`src/rtl/irq_enc_pkg.sv`:
```
package irq_enc_pkg;

    localparam int REG_AW   = 3;
    localparam int WORD_W   = 32;
    localparam int CRIT_N   = 2;
    localparam int CRIT_W   = 2;
    localparam int CODE_W   = 5;
    localparam int MAIN_MSB = 16;
    localparam int PER_MSB  = 31;

    localparam logic [CRIT_W-1:0] CRIT_CODE_HI  = 2'd2;
    localparam logic [CODE_W-1:0] MAIN_CODE_MED = 5'd4;
    localparam int                MAIN_MED_IDX  = 4;

    localparam logic [WORD_W-1:0] MAIN_DIS_RST = 32'h0001_0fff;
    localparam logic [WORD_W-1:0] PER_DIS_RST  = 32'h7fff_fc00;

    typedef enum logic [REG_AW-1:0] {
        A_MAIN_DIS = 3'd0,
        A_PER_DIS  = 3'd1,
        A_HI_SEL   = 3'd2,
        A_MED_SEL  = 3'd3,
        A_STATUS   = 3'd4
    } reg_addr_e;

    typedef struct packed {
        logic [1:0]        rsv_top;
        logic              per_vld;
        logic [CODE_W-1:0] per_code;
        logic [1:0]        rsv_mid;
        logic              main_vld;
        logic [CODE_W-1:0] main_code;
        logic [4:0]        rsv_low;
        logic              crit_vld;
        logic [CRIT_W-1:0] crit_code;
        logic [7:0]        rsv_bot;
    } status_t;

endpackage

```
`src/rtl/irq_prio_pick.sv`:
```
module irq_prio_pick #(
    parameter int N = 8,
    parameter int W = 3
) (
    input  logic [N-1:0] req,
    output logic         any,
    output logic [W-1:0] idx
);
    always_comb begin
        any = |req;
        idx = '0;
        for (int i = N - 1; i >= 0; i--) begin
            if (req[i]) idx = W'(i);
        end
    end
endmodule

```
`src/rtl/irq_enc_regs.sv`:
```
module irq_enc_regs
    import irq_enc_pkg::*;
#(
    parameter int MAIN_N = 17,
    parameter int PER_N  = 22
) (
    input  logic              clk,
    input  logic              rst,
    input  logic              wr,
    input  logic [REG_AW-1:0] addr,
    input  logic [WORD_W-1:0] wdata,
    output logic [MAIN_N-1:0] main_dis,
    output logic [PER_N-1:0]  per_dis,
    output logic [PER_N-1:0]  hi_sel,
    output logic [PER_N-1:0]  med_sel,
    output logic [WORD_W-1:0] rd_cfg
);
    reg_addr_e sel;
    assign sel = reg_addr_e'(addr);

    always_ff @(posedge clk) begin
        if (rst) begin
            for (int n = 0; n < MAIN_N; n++) main_dis[n] <= MAIN_DIS_RST[MAIN_MSB-n];
            for (int n = 0; n < PER_N; n++)  per_dis[n]  <= PER_DIS_RST[PER_MSB-n];
            hi_sel  <= '0;
            med_sel <= '0;
        end else if (wr) begin
            case (sel)
                A_MAIN_DIS: for (int n = 0; n < MAIN_N; n++) main_dis[n] <= wdata[MAIN_MSB-n];
                A_PER_DIS:  for (int n = 0; n < PER_N; n++)  per_dis[n]  <= wdata[PER_MSB-n];
                A_HI_SEL:   hi_sel  <= wdata[PER_N-1:0];
                A_MED_SEL:  med_sel <= wdata[PER_N-1:0];
                default: ;
            endcase
        end
    end

    always_comb begin
        rd_cfg = '0;
        case (sel)
            A_MAIN_DIS: for (int n = 0; n < MAIN_N; n++) rd_cfg[MAIN_MSB-n] = main_dis[n];
            A_PER_DIS:  for (int n = 0; n < PER_N; n++)  rd_cfg[PER_MSB-n]  = per_dis[n];
            A_HI_SEL:   rd_cfg[PER_N-1:0] = hi_sel;
            A_MED_SEL:  rd_cfg[PER_N-1:0] = med_sel;
            default:    rd_cfg = '0;
        endcase
    end
endmodule

```
`src/rtl/irq_enc_status.sv`:
```
module irq_enc_status
    import irq_enc_pkg::*;
#(
    parameter int MAIN_N = 17,
    parameter int PER_N  = 22
) (
    input  logic [CRIT_N-1:0] crit_req,
    input  logic [MAIN_N-1:0] main_req,
    input  logic [PER_N-1:0]  per_req,
    input  logic [MAIN_N-1:0] main_dis,
    input  logic [PER_N-1:0]  per_dis,
    input  logic [PER_N-1:0]  hi_sel,
    input  logic [PER_N-1:0]  med_sel,
    output status_t           word
);
    localparam int CRIT_SLOTS = 1 << CRIT_W;

    logic [PER_N-1:0]      per_act, hi_act, med_act;
    logic [MAIN_N-1:0]     main_cand;
    logic [CRIT_SLOTS-1:0] crit_cand;

    always_comb begin
        per_act = per_req & ~per_dis;
        hi_act  = per_act & hi_sel;
        med_act = per_act & med_sel & ~hi_sel;

        main_cand               = main_req & ~main_dis;
        main_cand[MAIN_MED_IDX] = |med_act;

        crit_cand                       = '0;
        crit_cand[CRIT_N-1:0]           = crit_req;
        crit_cand[int'(CRIT_CODE_HI)]   = |hi_act;
    end

    logic              crit_any, main_any, per_any, hi_any, med_any;
    logic [CRIT_W-1:0] crit_idx;
    logic [CODE_W-1:0] main_idx, per_idx, hi_idx, med_idx;

    irq_prio_pick #(.N(CRIT_SLOTS), .W(CRIT_W)) u_crit (.req(crit_cand), .any(crit_any), .idx(crit_idx));
    irq_prio_pick #(.N(MAIN_N), .W(CODE_W)) u_main (.req(main_cand), .any(main_any), .idx(main_idx));
    irq_prio_pick #(.N(PER_N), .W(CODE_W))  u_per  (.req(per_act),  .any(per_any),  .idx(per_idx));
    irq_prio_pick #(.N(PER_N), .W(CODE_W))  u_hi   (.req(hi_act),   .any(hi_any),   .idx(hi_idx));
    irq_prio_pick #(.N(PER_N), .W(CODE_W))  u_med  (.req(med_act),  .any(med_any),  .idx(med_idx));

    always_comb begin
        word           = '0;
        word.crit_vld  = crit_any;
        word.crit_code = crit_idx;
        word.main_vld  = main_any;
        word.main_code = main_idx;
        word.per_vld   = per_any;
        if (hi_any)       word.per_code = hi_idx;
        else if (med_any) word.per_code = med_idx;
        else              word.per_code = per_idx;
    end
endmodule

```
`src/rtl/irq_status_encoder.sv`:
```
module irq_status_encoder
    import irq_enc_pkg::*;
#(
    parameter int MAIN_N = 17,
    parameter int PER_N  = 22
) (
    input  logic              clk,
    input  logic              rst,
    input  logic [CRIT_N-1:0] crit_req,
    input  logic [MAIN_N-1:0] main_req,
    input  logic [PER_N-1:0]  per_req,
    input  logic [REG_AW-1:0] reg_addr,
    input  logic              reg_wr,
    input  logic [WORD_W-1:0] reg_wdata,
    output logic [WORD_W-1:0] reg_rdata
);
    logic [MAIN_N-1:0] main_dis;
    logic [PER_N-1:0]  per_dis, hi_sel, med_sel;
    logic [WORD_W-1:0] rd_cfg;
    status_t           status_d, status_q;

    irq_enc_regs #(.MAIN_N(MAIN_N), .PER_N(PER_N)) u_regs (
        .clk(clk), .rst(rst), .wr(reg_wr), .addr(reg_addr), .wdata(reg_wdata),
        .main_dis(main_dis), .per_dis(per_dis), .hi_sel(hi_sel), .med_sel(med_sel),
        .rd_cfg(rd_cfg)
    );

    irq_enc_status #(.MAIN_N(MAIN_N), .PER_N(PER_N)) u_status (
        .crit_req(crit_req), .main_req(main_req), .per_req(per_req),
        .main_dis(main_dis), .per_dis(per_dis), .hi_sel(hi_sel), .med_sel(med_sel),
        .word(status_d)
    );

    always_ff @(posedge clk) begin
        if (rst) status_q <= '0;
        else     status_q <= status_d;
    end

    assign reg_rdata = (reg_addr_e'(reg_addr) == A_STATUS) ? status_q : rd_cfg;
endmodule

```
`config.mk`:
```
export PLATFORM = sky130hd
export DESIGN_NAME = irq_status_encoder
export DESIGN_NICKNAME = d
export VERILOG_FILES = /design/src/rtl/irq_enc_pkg.sv /design/src/rtl/irq_prio_pick.sv /design/src/rtl/irq_enc_regs.sv /design/src/rtl/irq_enc_status.sv /design/src/rtl/irq_status_encoder.sv
export SDC_FILE = /design/constraint.sdc
export NUM_CORES = 1
export LEC_CHECK = 0
export ABC_AREA = 1
export ABC_CLOCK_PERIOD_IN_PS = 2500
export BUFFER_PORTS_ARGS = -buffer_cell sky130_fd_sc_hd__clkbuf_2
export CORE_MARGIN = 3
export CORE_UTILIZATION = 50
export DETAILED_ROUTE_END_ITERATION = 12
export PLACE_DENSITY = 0.74
export RECOVER_POWER = 50
export SETUP_SLACK_MARGIN = 0.3
export SLEW_MARGIN = 20
export SYNTH_ARGS = -nofsm -noshare
export SYNTH_HDL_FRONTEND = slang
export SYNTH_SLANG_ARGS = --single-unit
```
`constraint.sdc`:
```
create_clock -name clk -period 2.5 [get_ports clk]
set_input_delay 0.5 -clock clk [delete_from_list [all_inputs] [get_ports clk]]
set_output_delay 0.5 -clock clk [all_outputs]
set_load 0.01 [all_outputs]
```
======== After elaboration in Yosys (flattened, before gate mapping) ========
Index checks and enable logic that the tools add are counted.
storage, ports and cells
  bits in registers ....................... 115
  input bits .............................. 79
  output and inout port bits .............. 32
  logic and storage cells ................. 139
operators by class
  equality and inequality tests ........... 4
  multiplexer cells ....................... 91
  bitwise operators ....................... 8
  reductions and logical operators ........ 17
operator list
  cell                                           count
  2-to-1 mux 5 bit                               69
  bitwise AND 22 bit                             4
  OR reduction 38 bit                            2
  OR reduction 22 bit                            3
  inverter 22 bit                                2
  2-to-1 mux 32 bit                              1
  2-to-1 mux 4 bit                               8
  one-hot mux 10 bit (3 select lines)            1
  OR reduction 30 bit                            1
  one-hot mux 7 bit (4 select lines)             1
  OR reduction 24 bit                            1
  bitwise AND 17 bit                             1
  inverter 17 bit                                1
  one-hot mux 5 bit (3 select lines)             1
  2-to-1 mux 3 bit                               4
  2-to-1 mux 10 bit                              1
  AND reduction 2 bit                            4
  == test 3 x 2 -> 1 bit, second input constant  2
  2-to-1 mux 2 bit                               3
  OR reduction 3 bit                             2
  OR reduction 5 bit                             1
  OR reduction 2 bit                             2
  == test 3 x 1 -> 1 bit, second input constant  1
  == test 3 bit, second input constant           1
  other kinds (2)                                3

======== Longest topological paths before layout ========
Gate-level depths: netlist (run 1).
  word-level depth ........................ 28
  gate-level depth with buffers ........... 27
  mapped depth without buffers ............ 27

======== By module ========
Synthesis (run 1) repeated with hierarchy kept, for this count alone.
unflattened totals
  cell total of the unflattened synthesis .. 1,424
  area, all modules ....................... 7,918.8 um2
by module, submodules not included
  module                             instances  cells each  area an instance (um2)  sequential area each (um2)
  irq_enc_regs                       1          659         4,162.7                 1,661.6
  irq_status_encoder                 1          207         1,390.1                 640.6
  irq_enc_status                     1          287         1,214.9                 0.0
  irq_prio_pick (u_status.u_hi ...)  3          70          292.8                   0.0
  irq_prio_pick (u_status.u_main)    1          52          226.5                   0.0
  irq_prio_pick (u_status.u_crit)    1          9           46.3                    0.0

======== Worst setup path before layout (run 1) ========
Ideal clock, no wire load.
  path kind ............................... input to output
  start point ............................. in reg_addr[2]
  end point ............................... out reg_rdata[24]
  data arrival time ....................... 1.673 ns
  data required time ...................... 2.000 ns
  path slack .............................. 0.327 ns
  stages on the path ...................... 5
  buffers on the path ..................... 2
  cell sequence ........................... buf_2 nor3_4 clkinv_1 clkbuf_1 o21ai_0
between the ends
  word-level cells in the longest chain between the ends .. 3
  elaborated cells on any way between the ends .. 4
  those cells by class .................... 2 x eq/ne; 2 x mux
ends and longest elaborated chain
  element                 line                      text
  start: declaration      irq_status_encoder.sv:12  input logic [REG_AW-1:0] reg_addr,
  == test 3 x 1 -> 1 bit  irq_enc_regs.sv:40        case (sel)
  2-to-1 mux 10 bit       irq_enc_regs.sv:40
  2-to-1 mux 32 bit (*)   irq_status_encoder.sv:39  assign reg_rdata = (reg_addr_e'(reg_addr) == A_STATUS) ? status_q : rd_cfg;
  end: declaration        irq_status_encoder.sv:15  output logic [WORD_W-1:0] reg_rdata
Mark *: on every way between the ends. The rest lies on a longest branch, timed or not.

======== Worst setup path in the final report (run 1) ========
  start point ............................. in reg_addr[1]
  end point ............................... out reg_rdata[10]
between the ends
  word-level cells in the longest chain between the ends .. 3
  elaborated cells on any way between the ends .. 7
  those cells by class .................... 4 x eq/ne; 2 x mux; 1 x reduce/logical
ends and longest elaborated chain
  element                                         line
  == test 3 x 2 -> 1 bit (tied with other cells)  irq_enc_regs.sv:40
  one-hot mux 7 bit (4 select lines)              irq_enc_regs.sv:40
  2-to-1 mux 32 bit (*)                           irq_status_encoder.sv:39
Marked as above.

==> reports/metrics.cfg, run 1 <==
[status]
status = completed

[clock_network]
cts_tree = yes
cts-root-to-sink-buffers = 2
cts-root-buf = sky130_fd_sc_hd__clkbuf_8
htree_levels = 3
cts_hold_buffers = 0
skew_pair_late_insertion_delay_ps = 380
number_of_buffers_created_by_cts = 9
clock_sinks = 98
clkTransAtPathRegs_ps = 100

[sta]
period_needed_ps = 2222
timing.final.hold_violations = 0
timing.fmax_mhz = 450.0
totalNegativeSetupSlack_ps = 0
skew_ps = 10.88
final.setup.worst_slack_ps = 277.5
tightestPinTransition_ps = 1000
slew_headroom_pct = 33.26
min_period_over_period_pct = 88.90
setup_viol = 0
rsz0062_at_grt = false
slew_violations = 0

[global_route]
grt_antenna_before_repair = 0
groute.usage.overall_pct = 27.26
globalRouteMet2Util_pct = 41.51
grt_pass1_vias = 5088
global_route.usage.met3_pct = 6.107
globalRouteOverflowTotal = 0
gr-usage-met1_pct = 39.09
pin_count_of_the_biggest_net_entering_global_routing = 35
grt_first_pass_wirelength_um = 25170
top_usage_layer = met2

[drt]
routed-via-count = 5733
drt_pass1_iterations = 5
avgViaCountPerCell = 5.338
routed_wire_length_per_instance_um = 15.04
drt_total_wl_um = 16150
drt_first_iter_violations = 453
remaining_drc_errors = 0
ant_nets = 0

[layout]
combined_area_of_the_multi_input_logic_cells_um2 = 2858
antenna_cells_inserted = 0
area_added_between_synthesis_and_finish_pct = 17.73
layout.nets = 1012
final-seq-area_um2 = 1967
layout.filler_cells = 1047
design_area_um2 = 6340
drive_above_1_share_pct = 21.43

[critical_path]
reg_to_reg_critical_path_startpoint = u_regs.per_dis[7]
path_class = in2out
critical_path.max_stage_delay_ps = 300
cp_data_required_time_ps = 2000
path_buf_inv = 4
timing.critical_path.fanout_max = 10
timing.critical_path.cells = clkbuf_2, inv_1, nor2_2, nand2_2, inv_1, a22oi_1, o2111ai_1, clkbuf_2
worstPathArrival_ps = 1720
critical_path_launch_point_type = input pin
critPathTopFamily = buffers and inverters
sort_of_element_at_the_end_of_the_critical_path = output port
slowest_cp_cell = sky130_fd_sc_hd__inv_1
crit_start = reg_addr[1]

[logic_synthesis]
synth_largest_type_area_fraction_pct = 36.43
syn_inst = 825
number_of_unique_standard_cell_types_used_by_synthesis = 38
yosys_register_bits = 98
synthesis.yosys.warnings = 0
cell_area_synth_um2 = 5385
synth_edf_count = 0
largest_area_contributor_in_the_netlist = sky130_fd_sc_hd__dfxtp_1
synthFlopType = sky130_fd_sc_hd__dfxtp_1
ys_top_cells_by_count = sky130_fd_sc_hd__nand2_1, sky130_fd_sc_hd__dfxtp_1, sky130_fd_sc_hd__inv_1
postSynth.asyncResetShare_pct = 0
ys_seq_area_share_pct = 36.43
postSynthAreaPerCell_um2 = 6.527
synth_area_leaders = sky130_fd_sc_hd__dfxtp_1, sky130_fd_sc_hd__nand2_1, sky130_fd_sc_hd__inv_1
yosysMostFrequentCell = sky130_fd_sc_hd__nand2_1
mappedNetlistNets = 904

[worst_hold_path]
hold_start = crit_req[1]
worst_hold_path_type = in2reg

[pwr]
total_leakage_power_nw = 3.151
design_power_total_mw = 3.301
power_density_nw_per_um2 = 520.7
vdd_ir_drop_max_uv = 354.2

[die]
die-area_um2 = 12050
floorplan_die_height_um = 109.8
dieWidth_um = 109.8
initial_core_utilization_pct = 51.70
io-pin-count = 111
placement_rows = 37
fp.coreArea_um2 = 10420

[placement]
dpl_cell_area_um2 = 6111
io_buffer_count = 109
gp_congestion = 0.9808
place.detailed.hpwl_um = 12750
preCtsSetupSlack_ps = 290.2

[run]
maxCapViolations = 0

repair_timing:
item                       4_1_cts  5_1_grt
setup buffers                    0        2
resized for setup                0       14
pin swaps                        0        4
setup endpoints to repair        1       16
hold endpoints to repair         0        0
stage by stage:
step                std cells  hold slack, ps  util (%)
global placement         1056           442.4     58.67
CTS                      1072           303.5     60.80
finish                   1074           310.7     60.86
floorplan                 825           430.0         -
global route             1074           290.8     60.86
detailed placement       1056           449.7     58.67
cell usage in the layout (no fill, tap or decap), types with 4 or more instances in the layout:
master	instances
sky130_fd_sc_hd__o2111ai_1	9
sky130_fd_sc_hd__o211ai_1	25
sky130_fd_sc_hd__o21ai_0	65
sky130_fd_sc_hd__nand3_1	39
sky130_fd_sc_hd__clkbuf_2	111
sky130_fd_sc_hd__nor2_1	81
sky130_fd_sc_hd__clkbuf_8	9
sky130_fd_sc_hd__nand2_2	9
sky130_fd_sc_hd__a21oi_1	49
sky130_fd_sc_hd__nor4_1	4
sky130_fd_sc_hd__clkbuf_1	4
sky130_fd_sc_hd__dfxtp_1	96
sky130_fd_sc_hd__a31oi_1	4
sky130_fd_sc_hd__nand2_1	224
sky130_fd_sc_hd__nor2_2	5
sky130_fd_sc_hd__nor3_1	12
sky130_fd_sc_hd__nor3_2	9
sky130_fd_sc_hd__inv_1	94
sky130_fd_sc_hd__a22oi_1	7
sky130_fd_sc_hd__o221ai_1	13
sky130_fd_sc_hd__buf_4	14
sky130_fd_sc_hd__inv_2	24
sky130_fd_sc_hd__nand2_4	4
power by group:
group / switching [mW] / leakage [nW] / internal [mW]
clock network: 0.587 / 0.116 / 0.574
registers: 0.0353 / 0.800 / 1.62
logic: 0.310 / 2.24 / 0.174
total: 0.932 / 3.15 / 2.37
routing by layer:
metal	vias up	wire length, um	share of wire (%)
li1	2916	-	-
met1	2529	7403	46
met2	268	7006	43
met3	20	1518	9.4
met4	0	223	1.4
met5	-	0	0
path summary, 6_finish.rpt:
check                                    endpoint  slack, ps  cells past startpoint
worst max register to register       status_q[26]        410                     12
worst min register to register  u_regs.per_dis[0]        460                      2
worst max-delay path                reg_rdata[10]        280                      8
worst min-delay path                  status_q[9]        310                      2
cell type report:
cell class / instances / area share [%]
multi-input combinational: 576 / 45.08
sequential: 98 / 31.02
timing repair buffer: 129 / 10.66
inverter: 119 / 7.046
tap: 136 / 2.684
clock buffer: 9 / 1.954
clock inverter: 7 / 1.559
state kept, by name (all words and copies together) (netlist names):
register and cells:
u_regs.main_dis 17, u_regs.hi_sel 22, u_regs.per_dis 22, status_q 15, u_regs.med_sel 22
worst reg2reg max path: stages, from the launching register on:
cell	delay, ps
sky130_fd_sc_hd__dfxtp_1	330
sky130_fd_sc_hd__inv_2	60
sky130_fd_sc_hd__nand2_2	90
sky130_fd_sc_hd__nor3_2	60
sky130_fd_sc_hd__nor4_1	430
sky130_fd_sc_hd__nand2_1	150
sky130_fd_sc_hd__nor3_2	190
sky130_fd_sc_hd__nand2_2	160
sky130_fd_sc_hd__nor2_4	140
sky130_fd_sc_hd__nand2_2	70
sky130_fd_sc_hd__inv_2	60
sky130_fd_sc_hd__a32oi_1	100
sky130_fd_sc_hd__a211oi_2	190
logic make-up after synthesis:
group                  share of synthesized area, %
AND/OR/NAND/NOR                               32.43
AO/OA/AOI/OAI                                 20.28
buffers and inverters                         10.85
flip-flops                                    36.43
Note: power is estimated with default switching activity, not from simulation.
==> run 2, diff against run 1 <==
--- a/config.mk
+++ b/config.mk
@@ -11,10 +11,11 @@
 export CORE_MARGIN = 3
 export CORE_UTILIZATION = 50
 export DETAILED_ROUTE_END_ITERATION = 12
-export PLACE_DENSITY = 0.74
+export PLACE_DENSITY = 0.71
 export RECOVER_POWER = 50
 export SETUP_SLACK_MARGIN = 0.3
 export SLEW_MARGIN = 20
 export SYNTH_ARGS = -nofsm -noshare
 export SYNTH_HDL_FRONTEND = slang
+export SYNTH_HIERARCHICAL = 1
 export SYNTH_SLANG_ARGS = --single-unit
==> reports/metrics.cfg, run 2 <==
[status]
status = completed

[global_route]
grt_first_pass_wirelength_um = 37630
grt_pass1_vias = 7626
pin_count_of_the_biggest_net_entering_global_routing = 84
grt_antenna_before_repair = 0
globalRouteOverflowTotal = 0
groute.usage.overall_pct = 26.57

[critical_path]
timing.critical_path.fanout_max = 13
critPathTopFamily = buffers and inverters
critical_path.max_stage_delay_ps = 320
path_class = in2out
worstPathArrival_ps = 1860
cp_data_required_time_ps = 2000
timing.critical_path.cells = clkbuf_1, nand2_1, nor2_4, buf_4, clkbuf_16, nand2_1, nand3_1, nand2_1, nand2_1, clkbuf_2
critical_path_launch_point_type = input pin
sort_of_element_at_the_end_of_the_critical_path = output port
worst_path_most_repeated_cell = sky130_fd_sc_hd__nand2_1
path_buf_inv = 4
slowest_cp_cell = sky130_fd_sc_hd__clkbuf_1

[clock_network]
cts_tree = yes
skew_pair_late_insertion_delay_ps = 410
clock_sinks = 115
cts-root-buf = sky130_fd_sc_hd__clkbuf_16
htree_levels = 4
cts-root-to-sink-buffers = 2
number_of_buffers_created_by_cts = 17
clkTransAtPathRegs_ps = 50
cts_hold_buffers = 0

[pwr]
power_density_nw_per_um2 = 544.5
p_comb_share_pct = 14.7
power.net_switching_mw = 1.380
p_sw_share_pct = 26.95
total_leakage_power_nw = 5.449
vdd_ir_drop_max_uv = 454.2
intPower_mw = 3.742
clock_power_share_pct = 46.8
pwr-share-seq_pct = 38.5

[worst_hold_path]
worst_hold_path_type = in2reg

[sta]
skew_ps = 5.084
tightestPinTransition_ps = 1042
setup_viol = 0
slew_headroom_pct = 30.49
rsz0062_at_grt = true
slew_violations = 0
min_period_over_period_pct = 94.50
timing.final.hold_violations = 0
timing.fmax_mhz = 423.3
period_needed_ps = 2362

[drt]
drt_first_iter_violations = 908
drt_pass1_iterations = 6
remaining_drc_errors = 0
ant_nets = 0
routed_wire_length_per_instance_um = 13.60
drt_total_wl_um = 23870
routed-via-count = 8581
avgViaCountPerCell = 4.889

[logic_synthesis]
ys_top_cells_by_count = sky130_fd_sc_hd__nand2_1, sky130_fd_sc_hd__inv_1, sky130_fd_sc_hd__nor2_1
postSynth.asyncResetShare_pct = 0
yosys_register_bits = 115
synthesis.yosys.warnings = 6
number_of_unique_standard_cell_types_used_by_synthesis = 29
yosysMostFrequentCell = sky130_fd_sc_hd__nand2_1
cell_area_synth_um2 = 7919
synthFlopType = sky130_fd_sc_hd__dfxtp_1
synth_largest_type_area_fraction_pct = 29.07
largest_area_contributor_in_the_netlist = sky130_fd_sc_hd__dfxtp_1
synth_area_leaders = sky130_fd_sc_hd__dfxtp_1, sky130_fd_sc_hd__nand2_1, sky130_fd_sc_hd__inv_1
syn_inst = 1424
postSynthAreaPerCell_um2 = 5.561
synth_edf_count = 0
ys_seq_area_share_pct = 29.07

[layout]
drive_above_1_share_pct = 16.39
layout.cells.most_common = sky130_fd_sc_hd__nand2_1
final_cells = 1755
design_area_um2 = 9407
area_added_between_synthesis_and_finish_pct = 18.79
mostFrequentLayoutCells = sky130_fd_sc_hd__nand2_1, sky130_fd_sc_hd__inv_1, sky130_fd_sc_hd__nor2_1, sky130_fd_sc_hd__nand3_1, sky130_fd_sc_hd__dfxtp_1
registers.top_by_ff_count = status_q
largest_register_ffs = 32
layout.nets = 1610
antenna_cells_inserted = 0

[placement]
dpl_cell_area_um2 = 8594
gp_congestion = 0.9370
placed_cells = 1713
io_buffer_count = 109
place.detailed.hpwl_um = 17480

[die]
floorplan_die_height_um = 131.8
dieWidth_um = 131.8
fp.coreArea_um2 = 15370
initial_core_utilization_pct = 51.52
die-area_um2 = 17380
placement_rows = 45
io-pin-count = 111

[run]
maxCapViolations = 0

==> run 2: cell count changes after synthesis, moves of 16 or more <==
| cell | change |
|---|---|
| sky130_fd_sc_hd__inv_1 | +207 |
| sky130_fd_sc_hd__nand2_1 | +161 |
| sky130_fd_sc_hd__nor2_1 | +158 |
| sky130_fd_sc_hd__nand3_1 | +102 |
| sky130_fd_sc_hd__nand4_1 | +57 |
| sky130_fd_sc_hd__o21ai_0 | -57 |
| sky130_fd_sc_hd__a21oi_1 | -35 |
| sky130_fd_sc_hd__buf_4 | +32 |
| sky130_fd_sc_hd__o211ai_1 | -25 |
| sky130_fd_sc_hd__dfxtp_1 | +17 |
| sky130_fd_sc_hd__buf_2 | +16 |
==> run 2: cell type report <==
cell class                      count  area, um^2
Clock inverter                     10       105.1
Sequential cell                   115        2311
Clock buffer                       22       484.2
Multi-Input combinational cell    918        4068
Fill cell                        1560        5964
Tap cell                          211       264.0
Inverter                          330        1247
Timing Repair Buffer              149       927.1
==> run 2: layer usage <==
metal,track usage (%),vias to the layer above,wire (um)
met5,0,-,0
met4,7.235,0,319
met3,4.656,30,1815
met2,41.78,308,10790
met1,37.72,3811,10950
li1,-,4432,-
==> run 2: through the flow <==
| step | hold WS [ps] | utilization, % | power (mW) | setup WS, ps | TNS (ps) |
|---|---|---|---|---|---|
| final | 327.6 | 61.20 | 5.122 | 137.5 | 0 |
| after floorplan | 450.6 | - | 2.479 | 398.3 | 0 |
| after CTS | 317.4 | 59.84 | 5.103 | 274.8 | 0 |
| after global placement | 465.8 | 55.91 | 2.706 | 101.2 | 0 |
| after detailed placement | 469.8 | 55.91 | 2.714 | 103.7 | 0 |
| after global routing | 324.6 | 61.20 | 5.326 | -0.6646 | -0.6646 |
==> run 2: worst reg2reg max path: cells and delay by family, from the launching register on <==
family | cells | cell delay [ps]
AOI/OAI and AO/OA | 3 | 370
buffers and inverters | 4 | 280
DFF | 1 | 330
and+or+nand+nor | 22 | 1150
==> run 2: final timing paths <==
| kind | start | endpoint | cells past startpoint | slack [ps] |
|---|---|---|---|---|
| setup / recovery | reg_addr[1] | reg_rdata[2] | 10 | 140 |
| hold / removal | crit_req[0] | status_q[8] | 4 | 330 |
| setup reg to reg | u_regs/per_dis[21] | status_q[24] | 29 | 310 |
| hold reg to reg | u_regs/per_dis[12] | u_regs/per_dis[12] | 2 | 480 |
==> run 2: what timing repair did <==
| item | 4_1_cts | 5_1_grt |
|---|---|---|
| pin swaps | 0 | 8 |
| gates resized for setup | 6 | 51 |
| gates cloned | 0 | 2 |
| buffers inserted | 0 | 8 |
| setup endpoints to repair | 31 | 39 |
==> run 2: cell families after synthesis <==
| logic type | Yosys count | synth area share (%) |
|---|---|---|
| flops | 115 | 29.07 |
| simple gates | 857 | 45.98 |
| compound gates | 42 | 3.350 |
| buf+inv | 409 | 21.55 |
| other cells | 1 | 0.04736 |
==> run 2: power groups by stage <==
stage	clock [mW]	combinational (mW)	sequential [mW]
final	2.40	0.753	1.97
after global routing	2.51	0.842	1.98
after CTS	2.42	0.716	1.97
after detailed placement	0	0.708	2.01
after global placement	0	0.701	2.00
after floorplan	0	0.494	1.99
